--- src/rtl/rxq_pkg.sv ---
package rxq_pkg;
  localparam int STAT_W = 16;
  localparam int LEN_W  = 11;
  localparam int CODE_W = 4;
  localparam logic [CODE_W-1:0] CODE_OVERSIZE = 4'b1001;

  // strobes from control to datapath
  typedef struct packed {
    logic clearAll;
    logic pushNew;
    logic addByte;
    logic finish;
    logic pop;
    logic readByte;
  } rxq_strobe_t;
endpackage

--- src/rtl/rxq_datapath.sv ---
module rxq_datapath
  import rxq_pkg::*;
#(
  parameter int DEPTH   = 8,
  parameter int MAX_LEN = 1514
) (
  input  logic              clk,
  input  logic              rstN,
  input  rxq_strobe_t       stb,
  input  logic [CODE_W-1:0] endCode,
  output logic              full,
  output logic              empty,
  output logic              headDone,
  output logic              availZero,
  output logic [STAT_W-1:0] headStatus,
  output logic [LEN_W-1:0]  availBytes
);
  localparam int PTR_W = (DEPTH > 1) ? $clog2(DEPTH) : 1;
  localparam int OCC_W = $clog2(DEPTH + 1);
  localparam logic [LEN_W-1:0] LEN_CAP = LEN_W'(MAX_LEN);
  localparam logic [PTR_W-1:0] LAST_IDX = PTR_W'(DEPTH - 1);

  logic [PTR_W-1:0] rdPtr, wrPtr, curPtr;
  logic [OCC_W-1:0] occ;
  logic [LEN_W-1:0] readCnt;
  logic tooLong;

  logic [DEPTH-1:0][LEN_W-1:0]  entCnt;
  logic [DEPTH-1:0][CODE_W-1:0] entCode;
  logic [DEPTH-1:0]             entDone;

  logic curAtCap, longNow;
  assign curAtCap = (entCnt[curPtr] == LEN_CAP);
  assign longNow  = tooLong | (stb.addByte & curAtCap);

  function automatic logic [PTR_W-1:0] nextPtr(input logic [PTR_W-1:0] p);
    return (p == LAST_IDX) ? '0 : p + 1'b1;
  endfunction

  // one status entry per packet slot
  for (genvar e = 0; e < DEPTH; e++) begin : g_ent
    localparam logic [PTR_W-1:0] IDX = PTR_W'(e);
    logic [LEN_W-1:0]  cntQ;
    logic [CODE_W-1:0] codeQ;
    logic              doneQ;
    always_ff @(posedge clk or negedge rstN) begin
      if (!rstN) begin
        cntQ <= '0; codeQ <= '0; doneQ <= 1'b0;
      end else if (stb.clearAll) begin
        cntQ <= '0; codeQ <= '0; doneQ <= 1'b0;
      end else if (stb.pushNew && wrPtr == IDX) begin
        cntQ <= '0; codeQ <= '0; doneQ <= 1'b0;
      end else if (curPtr == IDX) begin
        if (stb.addByte && !curAtCap) cntQ <= cntQ + 1'b1;
        if (stb.finish) begin
          doneQ <= 1'b1;
          codeQ <= longNow ? CODE_OVERSIZE : endCode;
        end
      end
    end
    assign entCnt[e]  = cntQ;
    assign entCode[e] = codeQ;
    assign entDone[e] = doneQ;
  end

  always_ff @(posedge clk or negedge rstN) begin
    if (!rstN) begin
      rdPtr <= '0; wrPtr <= '0; curPtr <= '0; occ <= '0; readCnt <= '0; tooLong <= 1'b0;
    end else if (stb.clearAll) begin
      rdPtr <= '0; wrPtr <= '0; curPtr <= '0; occ <= '0; readCnt <= '0; tooLong <= 1'b0;
    end else begin
      if (stb.pushNew) begin
        wrPtr   <= nextPtr(wrPtr);
        curPtr  <= wrPtr;
        tooLong <= 1'b0;
      end else if (stb.addByte && curAtCap) begin
        tooLong <= 1'b1;
      end
      if (stb.pop) begin
        rdPtr   <= nextPtr(rdPtr);
        readCnt <= '0;
      end else if (stb.readByte) begin
        readCnt <= readCnt + 1'b1;
      end
      occ <= occ + OCC_W'(stb.pushNew) - OCC_W'(stb.pop);
    end
  end

  logic [LEN_W-1:0] headCnt;
  assign headCnt    = entCnt[rdPtr];
  assign full       = (occ == OCC_W'(DEPTH));
  assign empty      = (occ == '0);
  assign headDone   = !empty && entDone[rdPtr];
  assign availBytes = empty ? '0 : headCnt - readCnt;
  assign availZero  = (availBytes == '0);

  always_comb begin
    if (empty)         headStatus = {1'b1, {(STAT_W-1){1'b0}}};
    else if (headDone) headStatus = {1'b0, entCode[rdPtr], headCnt};
    else               headStatus = {1'b1, {CODE_W{1'b0}}, headCnt};
  end

  AST_OCC_BOUND: assert property (@(posedge clk) disable iff (!rstN)
    occ <= OCC_W'(DEPTH));
  AST_FULL_HOLDS: assert property (@(posedge clk) disable iff (!rstN)
    full && !stb.pop && !stb.clearAll |=> full);
  AST_POP_COMPLETED: assert property (@(posedge clk) disable iff (!rstN)
    stb.pop |-> headDone);
  AST_READ_HAS_DATA: assert property (@(posedge clk) disable iff (!rstN)
    stb.readByte |-> !availZero);
  AST_CLEAR_EMPTIES: assert property (@(posedge clk) disable iff (!rstN)
    stb.clearAll |=> empty && headStatus == 16'h8000);
endmodule

--- src/rtl/rxq_ctrl.sv ---
module rxq_ctrl
  import rxq_pkg::*;
(
  input  logic        clk,
  input  logic        rstN,
  input  logic        rxReset,
  input  logic        frmStart,
  input  logic        frmByte,
  input  logic        frmEnd,
  input  logic        hostRead,
  input  logic        discardCmd,
  input  logic        full,
  input  logic        empty,
  input  logic        headDone,
  input  logic        availZero,
  output rxq_strobe_t stb,
  output logic        receiving,
  output logic        underrun,
  output logic        rxCompleteEvt,
  output logic        adapterFailEvt
);
  logic underrunHit;

  always_comb begin
    stb          = '0;
    stb.clearAll = rxReset;
    stb.pushNew  = frmStart && !receiving && !full;
    stb.addByte  = receiving && frmByte;
    stb.finish   = receiving && frmEnd;
    stb.pop      = discardCmd && !empty && headDone;
    stb.readByte = hostRead && !availZero;
    underrunHit  = hostRead && availZero;
  end

  always_ff @(posedge clk or negedge rstN) begin
    if (!rstN) begin
      receiving <= 1'b0; underrun <= 1'b0; rxCompleteEvt <= 1'b0; adapterFailEvt <= 1'b0;
    end else if (rxReset) begin
      receiving <= 1'b0; underrun <= 1'b0; rxCompleteEvt <= 1'b0; adapterFailEvt <= 1'b0;
    end else begin
      if (stb.pushNew)     receiving <= 1'b1;
      else if (stb.finish) receiving <= 1'b0;
      rxCompleteEvt  <= stb.finish;
      adapterFailEvt <= underrunHit && !underrun;
      if (underrunHit) underrun <= 1'b1;
    end
  end

  AST_UNDERRUN_STICKY: assert property (@(posedge clk) disable iff (!rstN)
    underrun && !rxReset |=> underrun);
  AST_FAIL_ON_UNDERRUN: assert property (@(posedge clk) disable iff (!rstN)
    $rose(underrun) |-> adapterFailEvt);
  AST_END_CLOSES: assert property (@(posedge clk) disable iff (!rstN)
    receiving && frmEnd && !rxReset |=> !receiving && rxCompleteEvt);
  AST_FULL_REFUSES: assert property (@(posedge clk) disable iff (!rstN)
    full && !receiving && !rxReset |=> !receiving);
endmodule

--- src/rtl/rxq_status_queue.sv ---
module rxq_status_queue
  import rxq_pkg::*;
#(
  parameter int DEPTH   = 8,
  parameter int MAX_LEN = 1514
) (
  input  logic        clk,
  input  logic        rstN,
  input  logic        rxReset,
  input  logic        frmStart,
  input  logic        frmByte,
  input  logic        frmEnd,
  input  logic [3:0]  frmCode,
  input  logic        hostRead,
  input  logic        discardCmd,
  output logic [15:0] headStatus,
  output logic [10:0] availBytes,
  output logic        rxReceiving,
  output logic        statusOverrun,
  output logic        rxUnderrun,
  output logic        rxCompleteEvt,
  output logic        adapterFailEvt
);
  rxq_strobe_t stb;
  logic full, empty, headDone, availZero;

  rxq_ctrl u_ctrl (
    .clk(clk), .rstN(rstN), .rxReset(rxReset),
    .frmStart(frmStart), .frmByte(frmByte), .frmEnd(frmEnd),
    .hostRead(hostRead), .discardCmd(discardCmd),
    .full(full), .empty(empty), .headDone(headDone), .availZero(availZero),
    .stb(stb), .receiving(rxReceiving), .underrun(rxUnderrun),
    .rxCompleteEvt(rxCompleteEvt), .adapterFailEvt(adapterFailEvt)
  );

  rxq_datapath #(.DEPTH(DEPTH), .MAX_LEN(MAX_LEN)) u_dp (
    .clk(clk), .rstN(rstN), .stb(stb), .endCode(frmCode),
    .full(full), .empty(empty), .headDone(headDone), .availZero(availZero),
    .headStatus(headStatus), .availBytes(availBytes)
  );

  assign statusOverrun = full;
endmodule

--- config.mk ---
export PLATFORM = sky130hd
export DESIGN_NAME = rxq_status_queue
export DESIGN_NICKNAME = d
export VERILOG_FILES = /design/src/rtl/rxq_pkg.sv /design/src/rtl/rxq_datapath.sv /design/src/rtl/rxq_ctrl.sv /design/src/rtl/rxq_status_queue.sv
export SDC_FILE = /design/constraint.sdc
export NUM_CORES = 1
export LEC_CHECK = 0
export ABC_AREA = 1
export BUFFER_PORTS_ARGS = -buffer_cell sky130_fd_sc_hd__buf_2
export CELL_PAD_IN_SITES_DETAIL_PLACEMENT = 0
export CELL_PAD_IN_SITES_GLOBAL_PLACEMENT = 1
export CORE_MARGIN = 2
export CORE_UTILIZATION = 47
export CTS_BUF_LIST = sky130_fd_sc_hd__clkbuf_4
export DETAILED_ROUTE_END_ITERATION = 6
export PLACE_DENSITY = 0.84
export SLEW_MARGIN = 10
export SYNTH_ARGS = -nofsm -noshare
export SYNTH_HDL_FRONTEND = slang
export SYNTH_SLANG_ARGS = --single-unit
--- constraint.sdc ---
create_clock -name clk -period 4.15 [get_ports clk]
set_input_delay 0.6225 -clock clk [delete_from_list [all_inputs] [get_ports clk]]
set_output_delay 0.6225 -clock clk [all_outputs]
set_load 0.05 [all_outputs]
==> flow_summary.ini <==
[finish]
final_cell_mix = 481 x nand2_1, 192 x nand3_1, 186 x inv_1
multi_input_area_sq_um = 6484
regArea_sq_um = 3933
final_common_cell = nand2_1
fin_nets = 1765
area_growth_pct = 8.931
n_fill_cell = 2521
layout-drive-gt1-share_pct = 8.492

[synthesis]
yosysWarnings = 0
ys_types = 44
synth_area_sq_um = 11450
async_reset_ff_share_pct = 100.0
synth_cells = 1703
synth_fp_nets = 1750
synth-edff-count = 0
syn_avg_cell_area_sq_um = 6.721
yosysSeqAreaShare_pct = 34.32
ys_ff_latch = 157
ys.flop_type = dfrtp_1

[timing]
final_max_slew_viol_count = 0
finalHoldViolCount = 0
clock_skew_ns = 0.03804
rsz0062_at_grt = true
fin_crit_sh_pct = 95.91
whs_ns = 0.3106
setup_slack_ns = 0.1699
worst_pin_slew_ns = 0.8798
clock.fmax_ghz = 0.2513
relSlewSlack_pct = 41.13
setup-violations-final = 0
period_minus_slack_ns = 3.980

[power_and_ir_drop]
p_int_mw = 2.481
p_switching_mw = 2.394
seqPwrFrac_pct = 35.2
combPwrFrac_pct = 44.1
switching_share_pct = 49.11
p_leak_nw = 6.160
power.share.clock_pct = 20.7
power_density_nw_per_um2 = 391.0
peakVddDrop_uv = 471.3

[cts]
clock_latency_ns = 0.63
cts_tree = done
cts_max_path_buffers = 2
cts_root_buf = clkbuf_4
htreeDepth = 4
clkTransAtPathRegs_ns = 0.19
cts_num_sinks = 157
cts_made_buffers = 17

[grt]
antenna_found_initial = 1
grt_usage_pct = 29.65
grt_max_degree = 64
grt_pass1_vias = 10875
grt.overflow.total = 0
grt_pass1_wl_microns = 60280

[route]
vias = 11683
wl_per_cell_microns = 18.48
ant_nets = 0
first_iter_violations = 1268
via_per_inst = 5.682
wl_microns = 38000
drc = 0
drt-pass1-iter-count = 6

[floorplanning]
rows = 57
initial_core_util_pct = 47.48
num_io_pins = 44
fp.coreArea_sq_um = 24110
die_h_microns = 160.1
dieArea_sq_um = 25620
die_x_microns = 160.1

[setup_path]
rrSetupSlack_ns = 0.71
path_max_fanout = 9
crit_type = reg2out
critPathCaptureType = primary output
crit_arrival_ns = 3.36
cp-start-kind = flop
cp_data_required_time_ns = 3.53

[run]
max_cap_violations = 0

[place]
pre_cts_ws_ns = 0.3559
gp_congestion = 0.9704
dp.final_hpwl_microns = 27270
numPortBuffers = 43

[hold_path]
hold_class = in2reg

[run_status]
status = completed
==> power groups by stage <==
stage          Clock [mW]  Sequential [mW]  Combinational (mW)
3_3_place_gp            0             1.74                2.00
3_5_place_dp            0             1.74                2.00
6_report             1.01             1.71                2.15
5_1_grt              1.08             1.72                2.37
4_1_cts              1.03             1.71                2.05
2_1_floorplan           0             1.73                1.50
==> cell type report <==
class	count	share of cell area, %
clock buffers	17	1.024
well taps	324	3.251
diodes	1	0.02007
repair buffers	76	4.717
inverters	199	6.051
flip-flops and latches	157	31.54
clock inverters	15	1.395
multi-input cells	1267	52.00
==> cells in the mapped netlist, types with 2 or more instances <==
cell type | number | area (sq um)
a211oi_1 | 4 | 30.03
a21o_1 | 2 | 15.01
a21oi_1 | 86 | 430.4
a22oi_1 | 8 | 60.06
a31oi_1 | 2 | 12.51
a32o_1 | 4 | 40.04
buf_1 | 10 | 37.54
buf_2 | 18 | 90.09
buf_4 | 8 | 60.06
buf_6 | 2 | 22.52
clkbuf_1 | 39 | 146.4
clkbuf_2 | 3 | 15.01
clkinv_1 | 9 | 33.78
dfrtp_1 | 157 | 3929
fa_1 | 2 | 40.04
ha_1 | 33 | 412.9
inv_1 | 189 | 709.4
nand2_1 | 484 | 1817
nand2_2 | 4 | 25.02
nand3_1 | 193 | 965.9
nand3_2 | 6 | 60.06
nand3b_1 | 5 | 37.54
nand4_1 | 46 | 287.8
nor2_1 | 114 | 427.9
nor2_2 | 5 | 31.28
nor2_4 | 2 | 22.52
nor3_1 | 85 | 425.4
nor4_1 | 32 | 200.2
o2111ai_1 | 5 | 43.79
o21ai_0 | 59 | 295.3
o22ai_1 | 15 | 93.84
o31ai_1 | 2 | 15.01
xnor2_1 | 4 | 35.03
xor2_1 | 56 | 490.5
==> layer usage <==
metal,global-route usage [%],vias to the layer above,part of all wire [%]
met5,0,-,0
met4,11.10,0,3.2
met3,5.455,81,7.4
met2,46.38,459,45
met1,41.04,5489,44
li1,-,5654,-
==> sequential cells by signal, summed over array words and instances (netlist names) <==
register               count
u_dp.curPtr                3
u_dp.tooLong               1
u_dp.g_ent.codeQ          32
u_ctrl.adapterFailEvt      1
u_ctrl.rxCompleteEvt       1
u_dp.g_ent.cntQ           88
u_ctrl.underrun            1
u_dp.occ                   4
u_dp.g_ent.doneQ           8
u_dp.readCnt              11
u_dp.rdPtr                 3
u_dp.wrPtr                 3
u_ctrl.receiving           1
==> critical path, stage by stage (launching register included) <==
cell     delay, ns
dfrtp_4       0.53
buf_4         0.19
buf_4         0.16
a21oi_1       0.13
o21ai_0       0.19
nand2_1       0.14
nand2_1       0.08
nand2_1       0.10
ha_1          0.30
nand2_1       0.09
nand2_1       0.07
inv_1         0.07
nand2_1       0.07
nand2_1       0.06
nand2_1       0.05
nor2_1        0.22
buf_2         0.32
==> through the flow <==
stage	power, mW	util [%]	instances	setup TNS [ns]	cell area [sq um]
6_report	4.876	51.72	2056	0	12470
5_1_grt	5.172	51.72	2056	-0.03801	12470
4_1_cts	4.789	50.74	2045	0	12230
3_5_place_dp	3.747	49.17	2008	0	11850
3_3_place_gp	3.742	49.17	2008	0	11850
2_1_floorplan	3.236	-	1703	0	11450
==> logic make-up after synthesis <==
logic type,synth area share [%]
AND/OR/NAND/NOR,37.93
XOR/XNOR,4.591
adder cells (fa/ha/maj),3.957
AO/OA/AOI/OAI,9.423
flip-flops,34.32
buffers and inverters,9.773
==> repair_timing <==
action                     in CTS  in global routing
setup buffers                   3                  7
hold buffers                    1                  0
resized for setup               5                 38
pin swaps                       0                  1
cloned                          1                  3
setup endpoints to repair       5                  8
hold endpoints to repair       28                  0
==> path summary, 6_finish.rpt <==
kind,from,end,cells past startpoint
hold reg to reg,u_ctrl.underrun,u_ctrl.adapterFailEvt,1
hold / removal,frmStart,u_ctrl.receiving,3
min in group asynchronous,rstN,u_dp.g_ent[2].cntQ[9],2
max in group asynchronous,rstN,u_dp.g_ent[7].cntQ[10],3
setup / recovery,u_dp.rdPtr[0],availBytes[3],16
setup reg to reg,u_dp.rdPtr[0],u_dp.readCnt[9],22
Note: power is estimated with default switching activity, not from simulation.
